## config.mk

```make
export PLATFORM = sky130hd
export DESIGN_NAME = cap_timer_chan
export DESIGN_NICKNAME = d
export VERILOG_FILES = /design/src/rtl/cap_timer_pkg.sv /design/src/rtl/cap_in_sync.sv /design/src/rtl/cap_counter.sv /design/src/rtl/cap_pair_ctrl.sv /design/src/rtl/cap_timer_chan.sv
export SDC_FILE = /design/constraint.sdc
export NUM_CORES = 1
export LEC_CHECK = 0
export ABC_AREA = 1
export BUFFER_PORTS_ARGS = -buffer_cell sky130_fd_sc_hd__buf_4
export CAP_MARGIN = 20
export CORE_MARGIN = 2
export CORE_UTILIZATION = 55
export DETAILED_ROUTE_END_ITERATION = 12
export GPL_ROUTABILITY_DRIVEN = 1
export HOLD_SLACK_MARGIN = 0.12
export PLACE_DENSITY = 0.75
export SLEW_MARGIN = 20
export SYNTH_ARGS = -nofsm -noshare
export SYNTH_HDL_FRONTEND = slang
export SYNTH_SLANG_ARGS = --single-unit
```

## constraint.sdc

```tcl
create_clock -name clk -period 5.6 [get_ports clk]
set_clock_uncertainty 0.1 [all_clocks]
set_input_delay 0.84 -clock clk [delete_from_list [all_inputs] [get_ports clk]]
set_output_delay 0.84 -clock clk [all_outputs]
set_load 0.005 [all_outputs]
```

## src/rtl/cap_timer_pkg.sv

```systemverilog
package cap_timer_pkg;

  typedef enum logic [1:0] {
    EDG_OFF  = 2'd0,
    EDG_RISE = 2'd1,
    EDG_FALL = 2'd2,
    EDG_BOTH = 2'd3
  } edge_sel_e;

  // bit 6: trigger source, [5:4] trigger edge, [3:2] second edge, [1:0] first edge
  typedef struct packed {
    logic      trg_src_b;
    edge_sel_e trg_edge;
    edge_sel_e b_edge;
    edge_sel_e a_edge;
  } cfg_t;

  localparam int CFG_W  = $bits(cfg_t);
  localparam int STAT_W = 3;

  localparam logic [1:0] ADDR_CFG  = 2'd0;
  localparam logic [1:0] ADDR_CAPA = 2'd1;
  localparam logic [1:0] ADDR_CAPB = 2'd2;
  localparam logic [1:0] ADDR_STAT = 2'd3;

  function automatic logic edge_hit(edge_sel_e sel, logic cur, logic prev);
    logic rise;
    logic fall;
    rise = cur & ~prev;
    fall = ~cur & prev;
    case (sel)
      EDG_RISE: edge_hit = rise;
      EDG_FALL: edge_hit = fall;
      EDG_BOTH: edge_hit = rise | fall;
      default:  edge_hit = 1'b0;
    endcase
  endfunction

endpackage

```

## src/rtl/cap_in_sync.sv

```systemverilog
module cap_in_sync #(
  parameter int W      = 2,
  parameter int STAGES = 2
) (
  input  logic         clk,
  input  logic         rst_n,
  input  logic [W-1:0] din,
  output logic [W-1:0] dout,
  output logic [W-1:0] dout_prev
);

  logic [W-1:0] stg_q [STAGES];
  logic [W-1:0] prev_q;

  for (genvar s = 0; s < STAGES; s++) begin : g_stage
    if (s == 0) begin : g_first
      always_ff @(posedge clk or negedge rst_n) begin
        if (!rst_n) stg_q[s] <= '0;
        else        stg_q[s] <= din;
      end
    end else begin : g_next
      always_ff @(posedge clk or negedge rst_n) begin
        if (!rst_n) stg_q[s] <= '0;
        else        stg_q[s] <= stg_q[s-1];
      end
    end
  end

  always_ff @(posedge clk or negedge rst_n) begin
    if (!rst_n) prev_q <= '0;
    else        prev_q <= stg_q[STAGES-1];
  end

  assign dout      = stg_q[STAGES-1];
  assign dout_prev = prev_q;

endmodule

```

## src/rtl/cap_counter.sv

```systemverilog
module cap_counter #(
  parameter int W = 16
) (
  input  logic         clk,
  input  logic         rst_n,
  input  logic         cnt_en,
  input  logic         trig_evt,
  output logic [W-1:0] cnt,
  output logic         trig_apply
);

  logic [W-1:0] cnt_q, cnt_d;
  logic         pend_q, pend_d;

  always_comb begin
    trig_apply = cnt_en & (pend_q | trig_evt);
    cnt_d      = cnt_q;
    pend_d     = pend_q;
    if (cnt_en) begin
      pend_d = 1'b0;
      if (trig_apply) cnt_d = '0;
      else            cnt_d = cnt_q + W'(1);
    end else if (trig_evt) begin
      pend_d = 1'b1;
    end
  end

  always_ff @(posedge clk or negedge rst_n) begin
    if (!rst_n) begin
      cnt_q  <= '0;
      pend_q <= 1'b0;
    end else begin
      cnt_q  <= cnt_d;
      pend_q <= pend_d;
    end
  end

  assign cnt = cnt_q;

endmodule

```

## src/rtl/cap_pair_ctrl.sv

```systemverilog
module cap_pair_ctrl #(
  parameter int W = 16
) (
  input  logic         clk,
  input  logic         rst_n,
  input  logic [W-1:0] cnt,
  input  logic         trig_apply,
  input  logic         hit_a,
  input  logic         hit_b,
  input  logic         rd_a,
  input  logic         rd_b,
  input  logic         rd_st,
  output logic [W-1:0] cap_a,
  output logic [W-1:0] cap_b,
  output logic         a_full,
  output logic         b_full,
  output logic         ovr,
  output logic         a_ld,
  output logic         b_ld,
  output logic         seq
);

  logic [W-1:0] cap_a_q, cap_a_d, cap_b_q, cap_b_d;
  logic         a_full_q, a_full_d, b_full_q, b_full_d;
  logic         ovr_q, ovr_d, seq_q, seq_d;
  logic         ovr_set;

  always_comb begin
    a_ld = hit_a & ~seq_q;
    b_ld = hit_b & seq_q;

    cap_a_d = a_ld ? cnt : cap_a_q;
    cap_b_d = b_ld ? cnt : cap_b_q;

    if (trig_apply) seq_d = 1'b0;
    else if (a_ld)  seq_d = 1'b1;
    else if (b_ld)  seq_d = 1'b0;
    else            seq_d = seq_q;

    if (a_ld)      a_full_d = 1'b1;
    else if (rd_a) a_full_d = 1'b0;
    else           a_full_d = a_full_q;

    if (b_ld)      b_full_d = 1'b1;
    else if (rd_b) b_full_d = 1'b0;
    else           b_full_d = b_full_q;

    ovr_set = (a_ld & a_full_q & ~rd_a) | (b_ld & b_full_q & ~rd_b);
    if (ovr_set)     ovr_d = 1'b1;
    else if (rd_st)  ovr_d = 1'b0;
    else             ovr_d = ovr_q;
  end

  always_ff @(posedge clk or negedge rst_n) begin
    if (!rst_n) begin
      cap_a_q  <= '0;
      cap_b_q  <= '0;
      a_full_q <= 1'b0;
      b_full_q <= 1'b0;
      ovr_q    <= 1'b0;
      seq_q    <= 1'b0;
    end else begin
      cap_a_q  <= cap_a_d;
      cap_b_q  <= cap_b_d;
      a_full_q <= a_full_d;
      b_full_q <= b_full_d;
      ovr_q    <= ovr_d;
      seq_q    <= seq_d;
    end
  end

  assign cap_a  = cap_a_q;
  assign cap_b  = cap_b_q;
  assign a_full = a_full_q;
  assign b_full = b_full_q;
  assign ovr    = ovr_q;
  assign seq    = seq_q;

endmodule

```

## src/rtl/cap_timer_chan.sv

```systemverilog
module cap_timer_chan
  import cap_timer_pkg::*;
#(
  parameter int CNT_W       = 16,
  parameter int SYNC_STAGES = 2
) (
  input  logic             clk,
  input  logic             rst_n,
  input  logic             cnt_en,
  input  logic             in_a,
  input  logic             in_b,
  input  logic             sw_trig,
  input  logic             sync_trig,
  input  logic             cmp_trig,
  input  logic             reg_wr,
  input  logic             reg_rd,
  input  logic [1:0]       reg_addr,
  input  logic [CFG_W-1:0] reg_wdata,
  output logic [CNT_W-1:0] reg_rdata
);

  localparam int CFG_PAD  = CNT_W - CFG_W;
  localparam int STAT_PAD = CNT_W - STAT_W;

  // reset: asserted asynchronously, released on the clock
  logic [1:0] rst_pipe_q;
  logic       rst_sync_n;

  always_ff @(posedge clk or negedge rst_n) begin
    if (!rst_n) rst_pipe_q <= 2'b00;
    else        rst_pipe_q <= {rst_pipe_q[0], 1'b1};
  end
  assign rst_sync_n = rst_pipe_q[1];

  // configuration register
  cfg_t cfg_q, cfg_d;

  always_comb begin
    cfg_d = cfg_q;
    if (reg_wr && reg_addr == ADDR_CFG) cfg_d = cfg_t'(reg_wdata);
  end

  always_ff @(posedge clk or negedge rst_sync_n) begin
    if (!rst_sync_n) cfg_q <= '0;
    else             cfg_q <= cfg_d;
  end

  // input synchronizers, bit 0 = A, bit 1 = B
  logic [1:0] in_s, in_p;

  cap_in_sync #(.W(2), .STAGES(SYNC_STAGES)) i_sync (
    .clk       (clk),
    .rst_n     (rst_sync_n),
    .din       ({in_b, in_a}),
    .dout      (in_s),
    .dout_prev (in_p)
  );

  // edge decoding
  logic hit_a, hit_b, ext_evt, trig_evt;
  logic src_cur, src_prev;

  always_comb begin
    hit_a    = edge_hit(cfg_q.a_edge, in_s[0], in_p[0]);
    hit_b    = edge_hit(cfg_q.b_edge, in_s[0], in_p[0]);
    src_cur  = cfg_q.trg_src_b ? in_s[1] : in_s[0];
    src_prev = cfg_q.trg_src_b ? in_p[1] : in_p[0];
    ext_evt  = edge_hit(cfg_q.trg_edge, src_cur, src_prev);
    trig_evt = ext_evt | sw_trig | sync_trig | cmp_trig;
  end

  // counter
  logic [CNT_W-1:0] cnt_w;
  logic             trig_apply;

  cap_counter #(.W(CNT_W)) i_cnt (
    .clk        (clk),
    .rst_n      (rst_sync_n),
    .cnt_en     (cnt_en),
    .trig_evt   (trig_evt),
    .cnt        (cnt_w),
    .trig_apply (trig_apply)
  );

  // capture pair
  logic             rd_a, rd_b, rd_st;
  logic [CNT_W-1:0] cap_a, cap_b;
  logic             a_full, b_full, ovr, a_ld, b_ld, seq;

  assign rd_a  = reg_rd && (reg_addr == ADDR_CAPA);
  assign rd_b  = reg_rd && (reg_addr == ADDR_CAPB);
  assign rd_st = reg_rd && (reg_addr == ADDR_STAT);

  cap_pair_ctrl #(.W(CNT_W)) i_pair (
    .clk        (clk),
    .rst_n      (rst_sync_n),
    .cnt        (cnt_w),
    .trig_apply (trig_apply),
    .hit_a      (hit_a),
    .hit_b      (hit_b),
    .rd_a       (rd_a),
    .rd_b       (rd_b),
    .rd_st      (rd_st),
    .cap_a      (cap_a),
    .cap_b      (cap_b),
    .a_full     (a_full),
    .b_full     (b_full),
    .ovr        (ovr),
    .a_ld       (a_ld),
    .b_ld       (b_ld),
    .seq        (seq)
  );

  // read mux
  always_comb begin
    case (reg_addr)
      ADDR_CFG:  reg_rdata = {{CFG_PAD{1'b0}}, cfg_q};
      ADDR_CAPA: reg_rdata = cap_a;
      ADDR_CAPB: reg_rdata = cap_b;
      default:   reg_rdata = {{STAT_PAD{1'b0}}, ovr, b_full, a_full};
    endcase
  end

endmodule

```

# After elaboration in Yosys (flattened, before gate mapping)
# Cells that the tools add are included.
# Widths: inputs -> output; s select.
totals:
  ff_bits: 68
  wordCells: 82
  input_bits: 19
  output_inout_bits: 16
op_classes:
  n_eq_ne: 12
  bitwise_logic: 25
  reduce_logical: 10
  mux: 18
  addsub: 1
ops:
  columns: ["operator", "count"]
  rows:
  - ["$pmux 16 s3", 1]
  - ["$add 16x1->16 const B", 1]
  - ["$eq 2x2->1 const B", 8]
  - ["$mux 16", 1]
  - ["$mux 1", 13]
  - ["$and 1x1->1", 11]
  - ["$pmux 1 s3", 3]
  - ["$eq 2x1->1 const B", 4]
  - ["$reduce_bool 2->1", 4]
  - ["$not 1->1", 7]
  - ["$or 1x1->1", 7]
  - ["$logic_and 1x1->1", 4]
  - ["$reduce_bool 3->1", 1]
  - ["$logic_not 2->1", 1]

# Depth between registers and ports, before layout
logic_depth:
  word_depth: 11
  mapped_depth: 12
  depth_no_buf: 11

# Hierarchy
# A second synthesis with hierarchy kept.
unflattened:
  cells_unflattened: 413
  area_unflattened_um2: 3475.8
by_module_without_submodules:
  columns: ["mod", "area_per_inst_um2", "cells_per_inst", "instances"]
  rows:
  - ["cap_pair_ctrl", 1455.1, 141, 1]
  - ["cap_counter", 945.9, 124, 1]
  - ["cap_timer_chan", 909.6, 140, 1]
  - ["cap_in_sync", 165.2, 8, 1]

# Worst setup path after synthesis
# Ideal clock, no wire load.
synth_path:
  kind: "input -> output"
  startpoint: "input port reg_addr[0]"
  endpoint: "output port reg_rdata[10]"
  arrival_time_ns: 1.311
  n_path_buf: 1
  slack_ns: 3.349
  required_ns: 4.660
  stages: 4
  cell_sequence: "inv_2 > nor2_4 > buf_4 > a22o_1"
synth_via:
  elab_chain_len: 2
  word_cells_on_any_way: 4
synth_rtl:
  columns: ["element", "line_no", "rtl"]
  rows:
  - ["start: declaration", "cap_timer_chan.sv:17", "input logic [1:0] reg_addr,"]
  - ["$eq 2x2->1 (tied with other cells)", "cap_timer_chan.sv:116", "case (reg_addr)"]
  - ["$pmux 16 s3 *", "cap_timer_chan.sv:116", null]
  - ["end: declaration", "cap_timer_chan.sv:19", "output logic [CNT_W-1:0] reg_rdata"]
# Every way passes the cells marked *; elsewhere a longest branch is shown, timed or not.

# Worst setup path after layout
layout_path:
  startpoint: "input port reg_addr[0]"
  endpoint: "output port reg_rdata[5]"
# The elaborated chain is that of the path after synthesis.

==> summary.md <==
| Metric | Value |
|---|---|
| Drt drc | 0 |
| FF-to-FF path depth | 8 |
| Mean area per synthesized cell | 9.150 um^2 |
| CP endpoint | reg_rdata[5] |
| GPL Wtd Cong | 0.7792 |
| Hold Vio Cnt, Final | 0 |
| Post-Route WL | 6.561 mm |
| Post-synthesis cell count | 371 |
| Root Driver | clkbuf_8 |
| Slew Limit Fails | 0 |
| Worst-margin pin slew | 0.8188 ns |
| Drt first-iter violations | 203 |
| # setup viols final | 0 |
| Layout cell share with drive strength beyond 1 | 25.91% |
| Critical path fanouts, max | 17 |
| RSZ-0062 raised after global routing | false |
| Post-route cell area | 3872 um^2 |
| Status | complete, no violations |
| # diodes | 0 |
| Area Overhead vs Synth | 14.08% |
| R2R Path End | i_pair.seq$_DFFE_PN0P_ |
| #FFs+latches synth | 68 |
| DIE HEIGHT | 82.56 um |
| Final HPWL DP | 4.485 mm |
| Routed vias | 2,512 |
| Total die area | 6816 um^2 |
| Post-route insts no fill | 488 |
| Synthesized net count | 395 |
| Post-route setup TNS | 0 ns |
| F_max | 378.1 MHz |
| Via-to-Cell Ratio | 5.148 |
| Area of the mapped netlist | 3395 um^2 |
| WS Path Type | in -> out |
| Worst-Skew Late Latency | 0.33 ns |
| ANT nets after route | 0 |
| Largest net degree at the start of global routing | 67 |
| Initial antenna violation count | 0 |
| Post-cts gate resize count | 0 |
| Post-CTS setup buffers | 0 |
| Critical path startpoint | reg_addr[0] |
| Clock sink count | 68 |
| Min setup slack post-route | 2.955 ns |
| CP required | 4.66 ns |
| Slew HR | 45.41% |
| Worst min path class | in -> async |
| CTS Hold Buffers Added | 0 |
| Clk buf depth | 2 |
| Row count | 28 |
| IO buf count | 34 |
| Core Box Area | 5956 um^2 |
| Post-synth ARST share | 100.0% |
| IO Pins | 35 |
| Pre-CTS WS | 2.953 ns |
| Vias in the first global route | 2,355 |
| Startpoint Class | input port |
| CTS tree | yes |
| Max-Cap Viols | 0 |
| Wire per inst | 13.44 um |
| Pwr dens | 292.0 nW/um^2 |
| Total grt overflow | 0 |
| Synth cell types | 30 |
| CTS Buf Count | 9 |
| R2r setup slk | 3.51 ns |
| Total track usage | 21.52% |
| Crit share post-route | 47.23% |
| Initial Utilization | 57.00% |
| R2r startpoint | i_sync.dout[0]$_DFF_PN0_ |
| Arr. time, crit path | 1.71 ns |
| Placed cells | 472 |
| Seq/Total Area, Yosys | 50.13% |
| Setup crit end kind | output port |
| Final #Nets | 432 |
| Leak Pwr | 1.893 nW |
| Global-route wire length before repair | 10.87 mm |
| Area after DPL | 3655 um^2 |
| EDFF count, synth | 0 |
| DRT Pass-1 Iters | 4 |
| Worst IR Drop VDD | 150.6 uV |
| Yosys Warn Count | 0 |
| Filler cells | 501 |
| Clock transition at path regs | 0.07 ns |
| DIE WIDTH | 82.56 um |
| Ys flop type | dfrtp_1 |
| Max H-tree Level | 3 |
| Fin crit period | 2.645 ns |
## final cells by class
cell class | instances | area, um^2 | area share (%)
clock buffer | 12 | 145.1 | 3.748
clock inverter | 4 | 72.57 | 1.874
inverter | 44 | 167.7 | 4.330
multi-input combinational | 250 | 1428 | 36.87
sequential | 68 | 1703 | 43.97
tap | 75 | 93.84 | 2.423
timing repair buffer | 35 | 262.8 | 6.785
## worst min path at each step
stage	endpoint	slack, ns	cells past startpoint
4_1_cts	rst_pipe_q[1]$_DFF_PN0_	0.16	1
3_3_place_gp	i_sync.dout[1]$_DFF_PN0_	0.24	0
5_1_grt	rst_pipe_q[1]$_DFF_PN0_	0.15	1
2_1_floorplan	i_sync.dout[0]$_DFF_PN0_	0.23	0
3_5_place_dp	rst_pipe_q[1]$_DFF_PN0_	0.24	0
6_report	rst_pipe_q[1]$_DFF_PN0_	0.17	1
## routing by layer
layer  track usage (%)  up-vias  share of wire, %
li1                  -     1260                 -
met1             29.02     1207                49
met2             33.55       38                46
met3             5.761        7               3.5
met4             7.705        0               1.5
met5                 0        -                 0
## synthesized netlist by cell type, drive strengths merged (5+ instances only)
cell type	instances	area, um^2
dfrtp	68	1702
nand3	13	82.58
a22o	9	78.83
inv	44	167.7
nor2	38	220.2
a21oi	6	37.54
ha	5	62.56
mux2	5	56.30
o21ai	42	311.5
nand4	7	43.79
buf	9	97.60
nand2	115	464.2
## logic make-up (layout without fill, tap and decap cells)
logic type / Yosys count / count (layout) / synth area share [%]
DFF: 68 / 68 / 50.13
xor gates and xnor gates: 2 / 2 / 0.5161
muxes: 5 / 5 / 1.659
and+or+nand+nor: 178 / 178 / 24.88
other: 1 / 1 / 0.1105
buffers and inverters: 53 / 95 / 7.815
AOI/OAI and AO/OA: 59 / 59 / 13.05
adders and majority gates: 5 / 5 / 1.843
## metrics by stage
step | utilization, % | power, mW | hold slack (ns)
floorplan | - | 0.6606 | 0.2312
global placement | 61.37 | 0.6895 | 0.2357
detailed placement | 61.37 | 0.6933 | 0.2402
CTS | 65.02 | 1.140 | 0.1606
global route | 65.02 | 1.188 | 0.1459
finish | 65.02 | 1.131 | 0.1717
## flip-flops by register name (all words and copies together) (netlist names)
| register | cells |
|---|---|
| cfg_q | 7 |
| i_cnt.cnt | 16 |
| i_cnt.pend_q | 1 |
| i_pair.a_full | 1 |
| i_pair.b_full | 1 |
| i_pair.cap_a | 16 |
| i_pair.cap_b | 16 |
| i_pair.ovr | 1 |
| i_pair.seq | 1 |
| i_sync.dout | 2 |
| i_sync.dout_prev | 2 |
| i_sync.stg_q | 2 |
| rst_pipe_q | 2 |
## placed cells by master, fill, tap and decap left out, drive strengths merged, types with 3 or more instances in the layout
| cell | n |
|---|---|
| a21oi | 6 |
| a22o | 9 |
| buf | 35 |
| clkbuf | 12 |
| dfrtp | 68 |
| ha | 5 |
| inv | 44 |
| mux2 | 5 |
| nand2 | 115 |
| nand3 | 13 |
| nand4 | 7 |
| nor2 | 38 |
| nor3 | 3 |
| o21ai | 42 |
## worst max-delay path, stage by stage
cell     delay [ns]
buf_4          0.13
inv_2          0.05
nor2_4         0.34
nand2_1        0.10
nand3_1        0.13
buf_4          0.12
## power breakdown
part           switching, mW  internal [mW]
Clock                  0.184          0.263
Sequential            0.0241          0.518
Combinational         0.0922         0.0498
Power figures use the tool's default switching activity.
